--- src/rtl/lvd_pkg.sv ---
`timescale 1ns/1ps
package lvd_pkg;
    localparam int CMP_N      = 3;
    localparam int IDX_REARM  = 0;
    localparam int IDX_DETECT = 1;
    localparam int IDX_WARN   = 2;
    localparam int CTRL_W     = 5;
    localparam int ACK_BIT    = CTRL_W - 1;
    localparam int STAT_W     = 2;
    localparam logic [STAT_W-1:0] STAT_POR = 2'b01;
    localparam logic [STAT_W-1:0] STAT_LV  = 2'b10;

    typedef enum logic [1:0] {
        RS_POR_HOLD    = 2'd0,
        RS_SUPPLY_WAIT = 2'd1,
        RS_RUN         = 2'd2,
        RS_LV_HOLD     = 2'd3
    } rst_state_e;

    typedef enum logic [1:0] {
        PM_RUN     = 2'd0,
        PM_DEEP    = 2'd1,
        PM_SHALLOW = 2'd2
    } pwr_state_e;

    typedef struct packed {
        logic warn_ie;
        logic stop_en;
        logic rst_en;
        logic det_en;
    } ctrl_t;

    localparam ctrl_t CTRL_DEF = '{warn_ie: 1'b0, stop_en: 1'b0, rst_en: 1'b1, det_en: 1'b1};
endpackage

--- src/rtl/lvd_sync.sv ---
`timescale 1ns/1ps
module lvd_sync #(
    parameter int W = 3,
    parameter int STAGES = 2,
    parameter logic [W-1:0] RST_VAL = '0
) (
    input  logic         clk,
    input  logic         rst_n,
    input  logic [W-1:0] d,
    output logic [W-1:0] q
);
    logic [STAGES-1:0][W-1:0] chain;

    always_ff @(posedge clk or negedge rst_n) begin
        if (!rst_n) begin
            for (int i = 0; i < STAGES; i++) chain[i] <= RST_VAL;
        end else begin
            chain[0] <= d;
            for (int i = 1; i < STAGES; i++) chain[i] <= chain[i-1];
        end
    end

    assign q = chain[STAGES-1];
endmodule

--- src/rtl/lvd_ctrl_reg.sv ---
`timescale 1ns/1ps
module lvd_ctrl_reg
    import lvd_pkg::*;
(
    input  logic              clk,
    input  logic              rst_n,
    input  logic              hold,
    input  logic              wr_en,
    input  logic [CTRL_W-1:0] wr_data,
    output ctrl_t             ctrl,
    output logic              ack,
    output logic [CTRL_W-1:0] rd_data
);
    always_ff @(posedge clk or negedge rst_n) begin
        if (!rst_n)      ctrl <= CTRL_DEF;
        else if (hold)   ctrl <= CTRL_DEF;
        else if (wr_en)  ctrl <= ctrl_t'(wr_data[CTRL_W-2:0]);
    end

    // acknowledge is a strobe only; it is never stored
    assign ack     = wr_en && !hold && wr_data[ACK_BIT];
    assign rd_data = {1'b0, ctrl};
endmodule

--- src/rtl/lvd_rst_fsm.sv ---
`timescale 1ns/1ps
module lvd_rst_fsm
    import lvd_pkg::*;
(
    input  logic              clk,
    input  logic              rst_n,
    input  logic              below_rearm,
    input  logic              below_detect,
    input  logic              lv_armed,
    output logic              sys_rst,
    output logic [STAT_W-1:0] status
);
    rst_state_e state_q, state_d;

    always_ff @(posedge clk or negedge rst_n) begin
        if (!rst_n) state_q <= RS_POR_HOLD;
        else        state_q <= state_d;
    end

    always_comb begin
        state_d = state_q;
        if (below_rearm) begin
            state_d = RS_POR_HOLD;
        end else begin
            unique case (state_q)
                RS_POR_HOLD:    state_d = RS_SUPPLY_WAIT;
                RS_SUPPLY_WAIT: if (!below_detect) state_d = RS_RUN;
                RS_RUN:         if (lv_armed && below_detect) state_d = RS_LV_HOLD;
                RS_LV_HOLD:     if (!below_detect) state_d = RS_RUN;
                default:        state_d = RS_POR_HOLD;
            endcase
        end
    end

    always_comb begin
        sys_rst = (state_q != RS_RUN);
    end

    always_ff @(posedge clk or negedge rst_n) begin
        if (!rst_n)
            status <= STAT_POR | STAT_LV;
        else if (state_d == RS_POR_HOLD && state_q != RS_POR_HOLD)
            status <= STAT_POR | STAT_LV;
        else if (state_q == RS_RUN && state_d == RS_LV_HOLD)
            status <= '0;
        else if (state_q == RS_LV_HOLD && state_d == RS_RUN)
            status <= status | STAT_LV;
    end
endmodule

--- src/rtl/lvd_pwr_fsm.sv ---
`timescale 1ns/1ps
module lvd_pwr_fsm
    import lvd_pkg::*;
(
    input  logic clk,
    input  logic rst_n,
    input  logic hold,
    input  logic stop_req,
    input  logic det_en,
    input  logic stop_en,
    output logic deep,
    output logic shallow
);
    pwr_state_e pm_q, pm_d;

    always_ff @(posedge clk or negedge rst_n) begin
        if (!rst_n) pm_q <= PM_RUN;
        else        pm_q <= pm_d;
    end

    always_comb begin
        pm_d = pm_q;
        if (hold) begin
            pm_d = PM_RUN;
        end else begin
            unique case (pm_q)
                PM_RUN:     if (stop_req) pm_d = (det_en && stop_en) ? PM_SHALLOW : PM_DEEP;
                PM_DEEP:    if (!stop_req) pm_d = PM_RUN;
                PM_SHALLOW: if (!stop_req) pm_d = PM_RUN;
                default:    pm_d = PM_RUN;
            endcase
        end
    end

    always_comb begin
        deep    = (pm_q == PM_DEEP);
        shallow = (pm_q == PM_SHALLOW);
    end
endmodule

--- src/rtl/lvd_warn.sv ---
`timescale 1ns/1ps
module lvd_warn (
    input  logic clk,
    input  logic rst_n,
    input  logic hold,
    input  logic below_warn,
    input  logic active,
    input  logic ack,
    output logic flag
);
    always_ff @(posedge clk or negedge rst_n) begin
        if (!rst_n)                   flag <= 1'b0;
        else if (hold)                flag <= 1'b0;
        else if (below_warn && active) flag <= 1'b1;
        else if (ack && !below_warn)  flag <= 1'b0;
    end
endmodule

--- src/rtl/lvd_reset_ctrl.sv ---
`timescale 1ns/1ps
module lvd_reset_ctrl
    import lvd_pkg::*;
#(
    parameter int SYNC_STAGES = 2
) (
    input  logic              clk,
    input  logic              rst_n,
    input  logic              cmp_rearm_i,
    input  logic              cmp_detect_i,
    input  logic              cmp_warn_i,
    input  logic              stop_req_i,
    input  logic              wr_en_i,
    input  logic [CTRL_W-1:0] wr_data_i,
    output logic [CTRL_W-1:0] ctrl_rd_o,
    output logic [STAT_W-1:0] status_o,
    output logic              sys_rst_o,
    output logic              warn_flag_o,
    output logic              warn_irq_o,
    output logic              stop_deep_o,
    output logic              stop_shallow_o,
    output logic              det_active_o
);
    localparam logic [CMP_N-1:0] SYNC_RST = (CMP_N'(1) << IDX_REARM) | (CMP_N'(1) << IDX_DETECT);

    logic [CMP_N-1:0] cmp_raw, cmp_s;
    ctrl_t ctrl;
    logic  ack, det_active, lv_armed;

    assign cmp_raw[IDX_REARM]  = cmp_rearm_i;
    assign cmp_raw[IDX_DETECT] = cmp_detect_i;
    assign cmp_raw[IDX_WARN]   = cmp_warn_i;

    lvd_sync #(.W(CMP_N), .STAGES(SYNC_STAGES), .RST_VAL(SYNC_RST)) u_sync (
        .clk(clk), .rst_n(rst_n), .d(cmp_raw), .q(cmp_s)
    );

    lvd_ctrl_reg u_ctrl (
        .clk(clk), .rst_n(rst_n), .hold(sys_rst_o), .wr_en(wr_en_i), .wr_data(wr_data_i),
        .ctrl(ctrl), .ack(ack), .rd_data(ctrl_rd_o)
    );

    lvd_pwr_fsm u_pwr (
        .clk(clk), .rst_n(rst_n), .hold(sys_rst_o), .stop_req(stop_req_i),
        .det_en(ctrl.det_en), .stop_en(ctrl.stop_en),
        .deep(stop_deep_o), .shallow(stop_shallow_o)
    );

    // detector sleeps only in deep stop
    assign det_active = ctrl.det_en && !stop_deep_o;
    assign lv_armed   = det_active && ctrl.rst_en;

    lvd_rst_fsm u_rst (
        .clk(clk), .rst_n(rst_n), .below_rearm(cmp_s[IDX_REARM]), .below_detect(cmp_s[IDX_DETECT]),
        .lv_armed(lv_armed), .sys_rst(sys_rst_o), .status(status_o)
    );

    lvd_warn u_warn (
        .clk(clk), .rst_n(rst_n), .hold(sys_rst_o), .below_warn(cmp_s[IDX_WARN]),
        .active(det_active), .ack(ack), .flag(warn_flag_o)
    );

    assign warn_irq_o   = warn_flag_o && ctrl.warn_ie;
    assign det_active_o = det_active;
endmodule

--- config.mk ---
export PLATFORM = sky130hd
export DESIGN_NAME = lvd_reset_ctrl
export DESIGN_NICKNAME = d
export VERILOG_FILES = /design/src/rtl/lvd_pkg.sv /design/src/rtl/lvd_sync.sv /design/src/rtl/lvd_ctrl_reg.sv /design/src/rtl/lvd_rst_fsm.sv /design/src/rtl/lvd_pwr_fsm.sv /design/src/rtl/lvd_warn.sv /design/src/rtl/lvd_reset_ctrl.sv
export SDC_FILE = /design/constraint.sdc
export NUM_CORES = 1
export LEC_CHECK = 0
export BUFFER_PORTS_ARGS = -buffer_cell sky130_fd_sc_hd__buf_4
export CORE_MARGIN = 4
export CORE_UTILIZATION = 48
export CTS_CLUSTER_SIZE = 20
export DETAILED_ROUTE_END_ITERATION = 8
export MAX_ROUTING_LAYER = met4
export PLACE_DENSITY = 0.88
export SYNTH_ARGS = -nofsm -noshare
export SYNTH_HDL_FRONTEND = slang
export SYNTH_SLANG_ARGS = --single-unit
--- constraint.sdc ---
create_clock -name clk -period 1.82 [get_ports clk]
set_clock_uncertainty 0.1 [all_clocks]
set_input_delay 0.091 -clock clk [delete_from_list [all_inputs] [get_ports clk]]
set_output_delay 0.091 -clock clk [all_outputs]
set_load 0.05 [all_outputs]
Yosys cells after proc, flatten, opt, wreduce, memory -nomap -nowiden

Index checks and enable logic that the tools add are counted.

Register bits: 17
Bits of input ports: 12
Output and inout port bits: 13

Equal/unequal tests: 10
Mux-type cells: 17
Reduce and logical (&&, ||, !) cells: 26

Operators with widths:

| cell                                                                  | count |
|---|---|
| 2-bit two-way mux                                                     | 10 |
| 1-bit logical AND                                                     | 12 |
| 2-bit equality test, second input constant                            | 5 |
| 4-bit two-way mux                                                     | 2 |
| 2-bit zero test                                                       | 3 |
| 2-bit case mux with 3 select lines                                    | 1 |
| 2-bit nonzero test                                                    | 3 |
| 3-bit nonzero test                                                    | 2 |
| 2-bit by 1-bit equality test with 1-bit output, second input constant | 2 |
| 2-bit case mux with 2 select lines                                    | 1 |
| 2-bit OR reduction                                                    | 2 |
| 1-bit zero test                                                       | 3 |
| 1-bit two-way mux                                                     | 3 |
| 3-bit by 2-bit != test with 1-bit output, second input constant       | 1 |
| 3-bit != test, second input constant                                  | 1 |
| 2-bit != test, second input constant                                  | 1 |
| 2-bit AND reduction                                                   | 1 |

Longest topological paths before layout

Word-level depth: 13
Mapped depth: 5
Mapped depth without buffers: 5

Cells and area by module

A second synthesis with hierarchy kept.

Cells, all modules: 68
Area total of the unflattened synthesis: 783.3 um^2

By module, submodules not included:

| module         | instances | cells each | area an instance (um^2) | sequential area each (um^2) |
|---|---|---|---|---|
| lvd_ctrl_reg   | 1         | 21         | 221.5                   | 102.6 |
| lvd_sync       | 1         | 9          | 177.7                   | 155.1 |
| lvd_rst_fsm    | 1         | 18         | 176.4                   | 102.6 |
| lvd_pwr_fsm    | 1         | 13         | 145.1                   | 50.0 |
| lvd_warn       | 1         | 4          | 41.3                    | 25.0 |
| lvd_reset_ctrl | 1         | 3          | 21.3                    | 0.0 |

Worst setup path after synthesis

No wires, ideal clock.

Path kind: flip-flop to flip-flop
From: register u_pwr.pm_q[1]
To: register u_warn.flag
Setup time: 0.126 ns
Data arrival time: 1.632 ns
Data required time: 1.594 ns
Slack: -0.038 ns
Stages on the path, launching flop included: 6
Buffers on the path: 0
Clock period less this slack: 1.858 ns
Path through: dfrtp_1 inv_1 ha_1 and2b_1 o21ai_0 a21oi_1

Cells in the longest elaborated chain, start to end: 6

Ends and longest elaborated chain:

| what                                               | RTL line             | RTL |
|---|---|---|
| from (decl)                                        | lvd_pwr_fsm.sv:14    | `pwr_state_e pm_q, pm_d;` |
| from (signal assigned)                             | lvd_pwr_fsm.sv:18    | `else pm_q <= pm_d;` |
| 2-bit by 1-bit equality test with 1-bit output (*) | lvd_pwr_fsm.sv:36    | `deep = (pm_q == PM_DEEP);` |
| via stop_deep_o                                    | lvd_reset_ctrl.sv:20 | `output logic stop_deep_o,` |
| 1-bit zero test (*)                                | lvd_reset_ctrl.sv:50 | `assign det_active = ctrl.det_en && !stop_deep_o;` |
| 1-bit logical AND (*)                              | lvd_reset_ctrl.sv:50 |  |
| via det_active_o                                   | lvd_reset_ctrl.sv:22 | `output logic det_active_o` |
| 1-bit logical AND (*)                              | lvd_warn.sv:14       | `else if (below_warn && active) flag <= 1'b1;` |
| 1-bit two-way mux                                  | lvd_warn.sv:14       |  |
| 1-bit two-way mux                                  | lvd_warn.sv:13       | `else if (hold) flag <= 1'b0;` |
| to (signal assigned)                               | lvd_warn.sv:13       |  |
| to (signal assigned)                               | lvd_warn.sv:14       |  |
| to (signal assigned)                               | lvd_warn.sv:15       | `else if (ack && !below_warn) flag <= 1'b0;` |
| to (decl)                                          | lvd_warn.sv:9        | `output logic flag` |

The timed path passes the listed nets; every way through them passes the cells marked *.
A chain may end at the register's enable or synchronous reset.

Worst setup path in the final report

From: register u_pwr.pm_q[1]
To: output port det_active_o

Cells in the longest elaborated chain, start to end: 3

Ends and longest elaborated chain:

| what                                           | RTL line |
|---|---|
| 2-bit by 1-bit equality test with 1-bit output | lvd_pwr_fsm.sv:36 |
| 1-bit zero test                                | lvd_reset_ctrl.sv:50 |
| 1-bit logical AND                              | lvd_reset_ctrl.sv:50 |
| to (decl)                                      | lvd_reset_ctrl.sv:22 |

No other way between the ends.

==> results.md <==
* Syn_area_per_cell at 11.68 sq um
* Pin count of the biggest net entering global routing at 18
* Synthesized area at between 700 and 800 sq um
* Cell count after synthesis at 66
* N_diodes at 0
* Top cell type's share of synthesized area at 29.22%
* IO buf count at 23
* Worst min-delay path class: primary input to flop
* Comb pwr share at 24.5%
* Post-cts resize count at 0
* CTS tree: done
* Fin nets at 113
* Worst vdd ir at roughly 0.47 mV
* Post-synthesis sequential area ratio at 56.49%
* WL per Instance at 14.35 um
* CP Class: flop to output pin
* Slowest cell on the critical path: dfrtp_1
* Dpl hpwl at 1222 um
* DIE HEIGHT at approximately 48 um
* Hold Crit Start: wr_en_i
* Clock transition at path regs at 0.10 ns
* Clock share of power at 23.8%
* Status: complete, no violations
* Fraction of layout cells with a size suffix above 1 at 41.24%
* WHS Path Cells at 3
* Depth of the CTS H-tree at 1
* Unrepaired setup endpoints after global routing: no
* Most area-consuming cells after synthesis: dfrtp_1 (29%), dfstp_2 (27%), mux2i_1 (5.2%)
* Initial antenna violation count at 0
* Synth Net Count at about 80
* Number of library cell types mapped by synthesis at 27
* Routability cong. at 0.7244
* Post-synth top area cell: dfrtp_1
* CP max stage delay at approximately 0.42 ns
* Synth warn at 0
* Leakage at 0.4795 nW
* Num CTS Buffers at 3
* Crit start category: flop
* Worst-Skew Late Latency at 0.29 ns
* Vias/cell at 5.195
* Design Power at 0.0008599 W
* Vias at 587
* Fmax at 631.5 MHz
* Aggregate global-route resource usage at around 17%
* Worst Path Max Fanout at 4
* FP Rows at 14
* Drt initial violations at 5
* Max clock buf depth at 2
* Starting Density at 51.16%
* Top Family by Delay on Critical Path: flip-flops
* Final setup viols at 0
* Register-to-Register Path Depth at 5
* Setup slack, reg-to-reg at 0.30 ns
* CP Buf/Inv Count at 2
* Area growth syn-to-layout at 35.55%
* Reg2reg start: u_pwr.pm_q[1]
* P per Cell Area at 823.1 nW/um^2
* Cells after DPL at 100
* Final Max Tran Viols at 0
* DRC Markers at 0
* Fraction of power consumed by sequential logic at 51.7%
* WHS Endpoint: u_ctrl.ctrl[2]
* Fin. Hold Viols at 0
* Max-cap violations at 0
* Cts hold-fix bufs at 9
* # fillers at 112
* Non-Filler Instances at 113
* Die Footprint at 2311 sq um
* Setup_tns at 0 ns
* Total congestion overflow at 0
* Switching share of power at approximately 32%
* Switching power at 0.0002779 W
* Cell Chain, Critical Path: inv_1 -> ha_2 -> and2b_1 -> buf_4
* Fin crit period at 1.584 ns
* Worst path arrival time at 1.39 ns
* Synth Register Bits at 17
* Req. time, crit path at 1.63 ns
* Die Wd at 48.07 um
* Drt total wl at 1622 um
* Core Area at about 1500 sq um
* Setup Buffers After CTS at 0
* Clock Root Buffer: clkbuf_4
* Antenna Nets Post-Route at 0
* CP endpoint kind: output pin
* Fin crit share at 87.01%
* R2R Path End: u_pwr.pm_q[0]
* # IOs at 25
* Vias in the first global route at 560
* Initial DRT Pass Iterations at 4
* Clk sinks at 17
* Worst hold slack at 0.02061 ns
* Global-route wire length before repair at 2525 um
* Cell-internal power at 0.0005820 W
area by class of cell:
| type | instances | area [sq um] | area share (%) |
|---|---|---|---|
| inverters | 4 | 15.01 | 1.437 |
| well taps | 16 | 20.02 | 1.916 |
| repair buffers | 32 | 262.8 | 25.15 |
| multi-input cells | 40 | 284.0 | 27.19 |
| flip-flops and latches | 17 | 435.4 | 41.68 |
| clock buffers | 3 | 22.52 | 2.156 |
| clock inverters | 1 | 5.005 | 0.4790 |
worst max-delay path by stage:
stage                     slack, ns  cells past startpoint            end              from
after floorplan                0.11                      5    u_warn.flag     u_pwr.pm_q[1]
after global placement         0.41                      5  u_pwr.pm_q[0]     u_pwr.pm_q[0]
after detailed placement       0.34                      5  u_pwr.pm_q[0]     u_pwr.pm_q[0]
after CTS                      0.23                      4   det_active_o     u_pwr.pm_q[1]
after global routing           0.15                      2      sys_rst_o  u_rst.state_q[0]
final                          0.24                      4   det_active_o     u_pwr.pm_q[1]
metal layers:
metal	global-route usage [%]	part of all wire [%]	wire length, um
met1	19.44	39	639
met2	29.29	54	876
met3	2.256	5.9	96
met4	6.452	0.62	10
met5	-	0	0
registers in the layout, summed over array words and instances (netlist names):
register / cells
u_warn.flag: 1
u_rst.status: 2
u_pwr.pm_q: 2
u_sync.q: 3
u_rst.state_q: 2
u_sync.chain: 3
u_ctrl.ctrl: 4
power groups by stage:
stage	registers, W	clock network, W	logic [W]
global route	0.000449	0.000231	0.000225
detailed placement	0.000451	0	0.000197
finish	0.000445	0.000205	0.000211
floorplan	0.000501	0	0.0000813
CTS	0.000445	0.000207	0.000213
global placement	0.000449	0	0.000191
synth_stat cells:
cell type  instances
dfrtp_1            9
dfstp_2            8
nor2_1             5
a21oi_1            4
inv_1              4
mux2i_1            4
a211oi_1           3
buf_4              3
ha_1               3
nand2_1            3
nand3_1            3
nor3_1             2
a21boi_0           1
a32oi_1            1
and2_1             1
and2b_1            1
buf_2              1
buf_6              1
conb_1             1
mux2_2             1
nand2b_1           1
nand4b_1           1
nor2b_1            1
nor3_2             1
nor3_4             1
o21ai_0            1
o21ai_2            1
cells by family (layout without fill, tap and decap cells):
| kind of cell | after synthesis | after routing | synth area share (%) |
|---|---|---|---|
| simple gates | 20 | 20 | 15.10 |
| flops | 17 | 17 | 56.49 |
| compound gates | 11 | 11 | 9.416 |
| buf+inv | 9 | 40 | 6.979 |
| mux | 5 | 5 | 6.656 |
| fa+ha+maj | 3 | 3 | 4.871 |
| other cells | 1 | 1 | 0.4865 |
metrics by stage:
step	instance area, sq um	utilization (%)	setup slack [ns]
after floorplan	773.2	-	0.1078
after global placement	927.1	61.54	0.4129
after detailed placement	927.1	61.54	0.3409
after CTS	1045	69.35	0.2265
after global routing	1045	69.35	0.1549
final	1045	69.35	0.2364
worst min-delay path: stages:
cell     delay, ns
buf_4         0.13
mux2i_1       0.08
nor2_1        0.07
placed cells by master (no fill, tap or decap), drive strengths merged:
cell,synthesis,routed
buf,5,23
dlygate4sd3,0,9
dfrtp,9,9
dfstp,8,8
nor2,5,5
inv,4,4
a21oi,4,4
mux2i,4,4
nor3,4,4
nand3,3,3
nand2,3,3
a211oi,3,3
clkbuf,0,3
ha,3,3
o21ai,2,2
nand4b,1,1
nand2b,1,1
and2b,1,1
and2,1,1
nor2b,1,1
a21boi,1,1
mux2,1,1
a32oi,1,1
conb,1,1
clkinv,0,1
Power figures use the tool's default switching activity.
